**src/rtl/gpio_edge_pkg.sv**
```systemverilog
package gpio_edge_pkg;

  typedef enum logic [1:0] {
    SEL_PORT = 2'd0,
    SEL_DIR  = 2'd1,
    SEL_EDGE = 2'd2,
    SEL_NONE = 2'd3
  } reg_sel_e;

  // Fixed placement of port bits among the interrupt levels.
  function automatic int unsigned pin_level(input int unsigned b);
    if (b < 4)      return b;
    else if (b < 6) return b + 2;
    else            return b + 8;
  endfunction

endpackage

```
**src/rtl/gpio_sync.sv**
```systemverilog
module gpio_sync #(
  parameter int WIDTH  = 8,
  parameter int STAGES = 2
) (
  input  logic             clk,
  input  logic             rst,
  input  logic [WIDTH-1:0] d,
  output logic [WIDTH-1:0] q
);

  logic [STAGES-1:0][WIDTH-1:0] stage_q;

  always_ff @(posedge clk) begin
    if (rst) begin
      stage_q <= '0;
    end else begin
      stage_q[0] <= d;
      for (int s = 1; s < STAGES; s++) begin
        stage_q[s] <= stage_q[s-1];
      end
    end
  end

  assign q = stage_q[STAGES-1];

endmodule

```
**src/rtl/gpio_regs.sv**
```systemverilog
module gpio_regs
  import gpio_edge_pkg::*;
#(
  parameter int WIDTH = 8
) (
  input  logic             clk,
  input  logic             rst,
  input  logic [1:0]       addr,
  input  logic             wr,
  input  logic [WIDTH-1:0] wdata,
  input  logic [WIDTH-1:0] pin_sync,
  output logic [WIDTH-1:0] dir_q,
  output logic [WIDTH-1:0] edge_q,
  output logic [WIDTH-1:0] out_q,
  output logic [WIDTH-1:0] rdata_q
);

  reg_sel_e sel;
  assign sel = reg_sel_e'(addr);

  always_ff @(posedge clk) begin
    if (rst) begin
      dir_q  <= '0;
      edge_q <= '0;
      out_q  <= '0;
    end else if (wr) begin
      case (sel)
        SEL_PORT: out_q  <= wdata & dir_q;
        SEL_DIR:  dir_q  <= wdata;
        SEL_EDGE: edge_q <= wdata;
        default: ;
      endcase
    end
  end

  always_ff @(posedge clk) begin
    if (rst) begin
      rdata_q <= '0;
    end else begin
      case (sel)
        SEL_PORT: rdata_q <= (pin_sync & ~dir_q) | (out_q & dir_q);
        SEL_DIR:  rdata_q <= dir_q;
        SEL_EDGE: rdata_q <= edge_q;
        default:  rdata_q <= '0;
      endcase
    end
  end


  port_write_chk: assert property (@(posedge clk) disable iff (rst)
    (wr && sel == SEL_PORT) |=> out_q == $past(wdata & dir_q));


  port_hold_chk: assert property (@(posedge clk) disable iff (rst)
    !(wr && sel == SEL_PORT) |=> $stable(out_q));


  dir_readback_chk: assert property (@(posedge clk) disable iff (rst)
    (sel == SEL_DIR) |=> rdata_q == $past(dir_q));

endmodule

```
**src/rtl/gpio_edge_det.sv**
```systemverilog
module gpio_edge_det
  import gpio_edge_pkg::*;
#(
  parameter int WIDTH  = 8,
  parameter int LEVELS = 16
) (
  input  logic              clk,
  input  logic              rst,
  input  logic [WIDTH-1:0]  cur,
  input  logic [WIDTH-1:0]  edge_sel,
  input  logic [LEVELS-1:0] int_en,
  output logic [LEVELS-1:0] irq_q
);

  logic [WIDTH-1:0]  prev_q;
  logic [WIDTH-1:0]  hit;
  logic [LEVELS-1:0] req_d;

  // Event: old level was off the selected polarity, new level is on it.
  assign hit = (prev_q ^ edge_sel) & ~(cur ^ edge_sel);

  always_comb begin
    req_d = '0;
    for (int b = 0; b < WIDTH; b++) begin
      req_d[pin_level(b)] = hit[b] & int_en[pin_level(b)];
    end
  end

  always_ff @(posedge clk) begin
    if (rst) begin
      prev_q <= '0;
      irq_q  <= '0;
    end else begin
      prev_q <= cur;
      irq_q  <= req_d;
    end
  end

  for (genvar b = 0; b < WIDTH; b++) begin : g_chk
    localparam int unsigned LVL = pin_level(b);


    pulse_single_chk: assert property (@(posedge clk) disable iff (rst)
      (irq_q[LVL] && $stable(edge_sel[b])) |=> !irq_q[LVL]);


    enable_gate_chk: assert property (@(posedge clk) disable iff (rst)
      irq_q[LVL] |-> $past(int_en[LVL]));


    edge_rule_chk: assert property (@(posedge clk) disable iff (rst)
      irq_q[LVL] |-> ($past(cur[b]) == $past(edge_sel[b])));
  end

endmodule

```
**src/rtl/gpio_edge_irq.sv**
```systemverilog
module gpio_edge_irq
  import gpio_edge_pkg::*;
#(
  parameter int WIDTH       = 8,
  parameter int LEVELS      = 16,
  parameter int SYNC_STAGES = 2
) (
  input  logic              clk,
  input  logic              rst,
  input  logic [1:0]        reg_addr,
  input  logic              reg_wr,
  input  logic [WIDTH-1:0]  reg_wdata,
  output logic [WIDTH-1:0]  reg_rdata,
  input  logic [WIDTH-1:0]  pin_in,
  output logic [WIDTH-1:0]  pin_out,
  output logic [WIDTH-1:0]  pin_oe,
  input  logic [LEVELS-1:0] int_en,
  output logic [LEVELS-1:0] irq_pulse
);

  logic [WIDTH-1:0] pin_sync;
  logic [WIDTH-1:0] dir_q;
  logic [WIDTH-1:0] edge_q;
  logic [WIDTH-1:0] out_q;

  gpio_sync #(.WIDTH(WIDTH), .STAGES(SYNC_STAGES)) u_sync (
    .clk (clk),
    .rst (rst),
    .d   (pin_in),
    .q   (pin_sync)
  );

  gpio_regs #(.WIDTH(WIDTH)) u_regs (
    .clk      (clk),
    .rst      (rst),
    .addr     (reg_addr),
    .wr       (reg_wr),
    .wdata    (reg_wdata),
    .pin_sync (pin_sync),
    .dir_q    (dir_q),
    .edge_q   (edge_q),
    .out_q    (out_q),
    .rdata_q  (reg_rdata)
  );

  gpio_edge_det #(.WIDTH(WIDTH), .LEVELS(LEVELS)) u_edge (
    .clk      (clk),
    .rst      (rst),
    .cur      (pin_sync),
    .edge_sel (edge_q),
    .int_en   (int_en),
    .irq_q    (irq_pulse)
  );

  assign pin_out = out_q;
  assign pin_oe  = dir_q;


  reset_quiet_chk: assert property (@(posedge clk)
    $past(rst) |-> (irq_pulse == '0 && pin_oe == '0 && pin_out == '0));

endmodule

```
**config.mk**
```make
export PLATFORM = sky130hd
export DESIGN_NAME = gpio_edge_irq
export DESIGN_NICKNAME = d
export VERILOG_FILES = /design/src/rtl/gpio_edge_pkg.sv /design/src/rtl/gpio_sync.sv /design/src/rtl/gpio_regs.sv /design/src/rtl/gpio_edge_det.sv /design/src/rtl/gpio_edge_irq.sv
export SDC_FILE = /design/constraint.sdc
export NUM_CORES = 1
export LEC_CHECK = 0
export BUFFER_PORTS_ARGS = -buffer_cell sky130_fd_sc_hd__buf_4
export CAP_MARGIN = 40
export CORE_AREA = 3 3 73 75
export DETAILED_ROUTE_END_ITERATION = 12
export DIE_AREA = 0 0 76 78
export GPL_ROUTABILITY_DRIVEN = 0
export HOLD_SLACK_MARGIN = 0.1
export PLACE_DENSITY_LB_ADDON = 0.12
export SYNTH_ARGS = -nofsm -noshare
export SYNTH_HDL_FRONTEND = slang
export SYNTH_SLANG_ARGS = --single-unit
```
**constraint.sdc**
```tcl
create_clock -name clk -period 2.5 [get_ports clk]
set_input_delay 0.25 -clock clk [delete_from_list [all_inputs] [get_ports clk]]
set_output_delay 0.25 -clock clk [all_outputs]
set_load 0.005 [all_outputs]
```
== Yosys cells after proc, flatten, opt, wreduce, memory -nomap -nowiden ==
Index checks and enable logic that the tools add are counted.

* Register bits after elaboration: 72
* Input port bits: 37
* Output and inout port bits: 40
* Word-level logic and storage cells: 33

* Eq/ne operators: 2
* Muxes and demuxes: 1
* Bitwise operators: 17
* Reductions and logical operators: 4

{| class="wikitable"
|+ Operators by type and width
! operator !! count
|-
| $and A8 B8 Y8 || 4
|-
| $pmux W8 S3 || 1
|-
| $not A8 Y8 || 2
|-
| $xor A8 B8 Y8 || 2
|-
| $and A1 B1 Y1 || 8
|-
| $or A8 B8 Y8 || 1
|-
| $reduce_and A2 Y1 || 3
|-
| $eq A2 B1 Y1 const B || 1
|-
| $eq A2 B2 Y1 const B || 1
|-
| $logic_not A2 Y1 || 1
|}

== Longest topological paths before layout ==
* Word-level depth: 4
* Mapped depth: 5
* Depth with buffers taken out: 3

== Cells and area by module ==
A second synthesis with hierarchy kept.

* Cell total of the unflattened synthesis: 243
* Area total of the unflattened synthesis: 2497.4 µm²

{| class="wikitable"
|+ By module, submodules not included
! module !! instances !! cells an instance !! area an instance (µm²) !! sequential area each (µm²)
|-
| gpio_regs || 1 || 136 || 1307.5 || 640.6
|-
| gpio_edge_det || 1 || 66 || 665.6 || 320.3
|-
| gpio_sync || 1 || 41 || 524.3 || 320.3
|}

== Worst setup path before layout ==
OpenSTA, ideal clock, no wires.

* Kind: input-to-reg
* From: input port reg_addr[1]
* To: register u_regs.out_q[3]
* Setup time: 132 ps
* Data arrival time: 860 ps
* Required time: 2368 ps
* Path slack: 1507 ps
* Cell stages on the path: 4
* Path buffers: 1
* Path through: or3b_1 buf_2 nand2_1 a21oi_1

* Longest elaborated chain between the ends: 2

{| class="wikitable"
|+ Ends and longest elaborated chain
! element !! line !! RTL
|-
| from (decl) || gpio_edge_irq.sv:10 || <nowiki>input logic [1:0] reg_addr,</nowiki>
|-
| $logic_not A2 Y1 || gpio_regs.sv:27 || <nowiki>case (sel)</nowiki>
|-
| $reduce_and A2 Y1 (no line) || n/a ||
|-
| to (signal assigned) || gpio_regs.sv:28 || <nowiki>SEL_PORT: out_q <= wdata & dir_q;</nowiki>
|-
| to (decl) || gpio_regs.sv:14 || <nowiki>output logic [WIDTH-1:0] out_q,</nowiki>
|}

Every way passes these cells.
A chain may end at the register's enable or synchronous reset.

== Final worst setup path ==
* From: input port reg_addr[0]
* To: register u_regs.dir_q[3]

* Longest elaborated chain between the ends: 2

{| class="wikitable"
|+ Ends and longest elaborated chain
! element !! line !! RTL
|-
| $eq A2 B1 Y1 || gpio_regs.sv:27 ||
|-
| $reduce_and A2 Y1 (no line) || n/a ||
|-
| to (signal assigned) || gpio_regs.sv:29 || <nowiki>SEL_DIR: dir_q <= wdata;</nowiki>
|-
| to (decl) || gpio_regs.sv:12 || <nowiki>output logic [WIDTH-1:0] dir_q,</nowiki>
|}

Every way passes these cells.

==> run metrics <==
WHS Path Cells=2; Crit Path Max Fanout=21; die area=5930 um^2; DP HPWL=3010 um; sequential share of the synthesized area=54.3%; crit-path max cell delay=0.48 ns; via/cell ratio=4.86; Yosys reg bits=64; Ports=77; actual slew at the worst max-slew pin=0.637 ns; Arr. time, crit path=1.34 ns; fin crit period=1.15 ns; CTS Buffer Depth=2; vias in the first global route=1565; Slew HR=57.4%; R2R Path Start=u_regs.out_q[6]; crit path from=reg_addr[0]; worst reg2reg setup slack=1.60 ns; final worst setup slack=1.35 ns; Leakage Power=1.35 nW; worst-case vdd ir drop=0.425 mV; GR Overflow Total=0; Post-CTS Setup Repair Bufs=0; Worst Setup End Kind=flip-flop; Post-synth EDFFs=0; Ant. Diodes=0; routed len/inst=12.6 um; worst reg2reg path depth=3; reg-to-reg critical path endpoint=u_regs.rdata_q[6]; maximum clock frequency=0.872 GHz; die height=78 um; Starting Density=49.9%; slowest CP cell=nand3b_1; global-route wire length before repair=7660 um; pre-CTS WS=1.01 ns; Worst EP required=2.69 ns; largest area contributor in the netlist=dfxtp_1; floorplan row count=25; maxcap violations=0; Avg Synthesized Cell Area=10.1 um^2; CTS tree=done; pin count of the biggest net entering global routing=59; pins over their slew limit=0; post-synthesis async set-or-reset flop share=0%; RSZ-0062 raised after global routing=no; fillcell total=429; top_reg_cell synth=dfxtp_1; H-tree depth=3; PortBufs=60; Worst Hold Launch=pin_in[0]; skew final=0.00299 ns; antenna violations before repair=0; Routed Antenna Nets=0; Clk Latency, worst-skew pair=0.32 ns; Post-CTS Hold Fix Bufs=0; CORE AREA=4720 um^2; share of cells above drive strength 1=25.5%; TritonCTS Buffers=9; Worst-path clk slew=0.06 ns; Post-Synthesis Cells=234; DIE WIDTH=76 um; Final Cycle Share=45.9%; Yosys warning total=0; DRC=0; Post-Route WL=4580 um; power density over cell area=696 nW/um^2; final setup fails=0; Hold Crit Endpoint=u_sync.stage_q[0]; 1st-pass router iterations=4; cell-by-cell trace of the critical path=buf_4 -> nand3b_1 -> mux2i_1 -> nor2_1; most frequent cell after synthesis=dfxtp_1; Resized Gates After CTS=0; Final Hold Vio Count=0; Total Routing Usage GR=16.5%; status=complete, no violations; top cells by count, synth=64 x dfxtp_1, 25 x nor2_1, 24 x nor2b_1; WS Path Type=input port to flip-flop; Hold Crit Class=input port to flip-flop; Root Buffer=clkbuf_8; Via Count=1774; post-synth cell types=21; Syn Std Cell Area=2360 um^2; most area-consuming cells after synthesis=dfxtp_1 54%, mux2i_1 6.8%, nor2b_1 6.4%; clock sink total=64; Setup TNS=0 ns; Synth top area share=54.3%; Setup crit start kind=input port; area growth from synthesis to layout=26.8%; initial DRC count=74; Final nets=330
worst max-delay path by stage:
| stage | endpoint | slack (ns) |
|---|---|---|
| 2_1_floorplan | u_regs.out_q[3] | 1.51 |
| 3_3_place_gp | u_regs.rdata_q[6] | 1.00 |
| 3_5_place_dp | u_regs.rdata_q[6] | 1.01 |
| 4_1_cts | u_regs.dir_q[3] | 1.34 |
| 5_1_grt | u_regs.dir_q[3] | 1.17 |
| 6_report | u_regs.dir_q[3] | 1.35 |
cells in the final DEF (no fill, tap or decap), drive strengths merged:
cell / count
a21oi: 16
a22o: 8
and3b: 8
buf: 60
bufinv: 1
clkbuf: 13
clkinv: 2
conb: 8
dfxtp: 64
mux2i: 16
nand2: 8
nand2b: 8
nand3: 8
nand3b: 2
nor2: 25
nor2b: 24
nor3b: 10
o21ai: 16
or3b: 1
cell type report:
cell class	instances	area [um^2]	area share, %
tap	67	83.8	2.80
clock inverter	3	40.0	1.34
clock buffer	13	159	5.31
sequential	64	1280	42.8
multi-input combinational	158	976	32.6
timing repair buffer	60	450	15.1
where the power goes:
group | switching, mW | internal, mW
registers | 0.0179 | 1.05
clock network | 0.362 | 0.513
logic | 0.0650 | 0.0733
total | 0.445 | 1.63
metal layers:
metal	routed length, um	global-route usage, %	vias to the layer above
met2	2130	26.2	57
met5	0	0	-
met1	2060	20.4	811
met4	70	7.07	0
li1	-	-	900
met3	317	5.92	6
state kept, by name, summed over array words and instances, names as in the netlist:
name            flops
u_edge.irq_q        8
u_edge.prev_q       8
u_regs.dir_q        8
u_regs.edge_q       8
u_regs.out_q        8
u_regs.rdata_q      8
u_sync.q            8
u_sync.stage_q      8
cell families (layout without fill, tap and decap cells):
logic type,Yosys count,in the layout,synth area share (%)
buffers and inverters,19,76,5.41
multiplexers,16,16,6.79
other,1,8,0.159
flip-flops,64,64,54.3
AND/OR/NAND/NOR,94,94,23.6
AO/OA/AOI/OAI,40,40,9.76
critical path, delay by kind of cell:
kind	cells	cell delay, ns
simple gates	2	0.54
buf+inv	1	0.23
mux	1	0.31
metrics by stage:
| step | hold WS [ns] | instance area (um^2) | total power, mW | std cells | util (%) |
|---|---|---|---|---|---|
| after floorplan | 0.378 | 2380 | 1.17 | 241 | - |
| after global routing | 0.125 | 2990 | 2.18 | 365 | 63.3 |
| after CTS | 0.119 | 2990 | 2.10 | 365 | 63.3 |
| final | 0.134 | 2990 | 2.08 | 365 | 63.3 |
| after detailed placement | 0.425 | 2790 | 1.23 | 349 | 59.1 |
| after global placement | 0.417 | 2790 | 1.23 | 349 | 59.1 |
No activity file was read; power rests on OpenSTA's default activity.
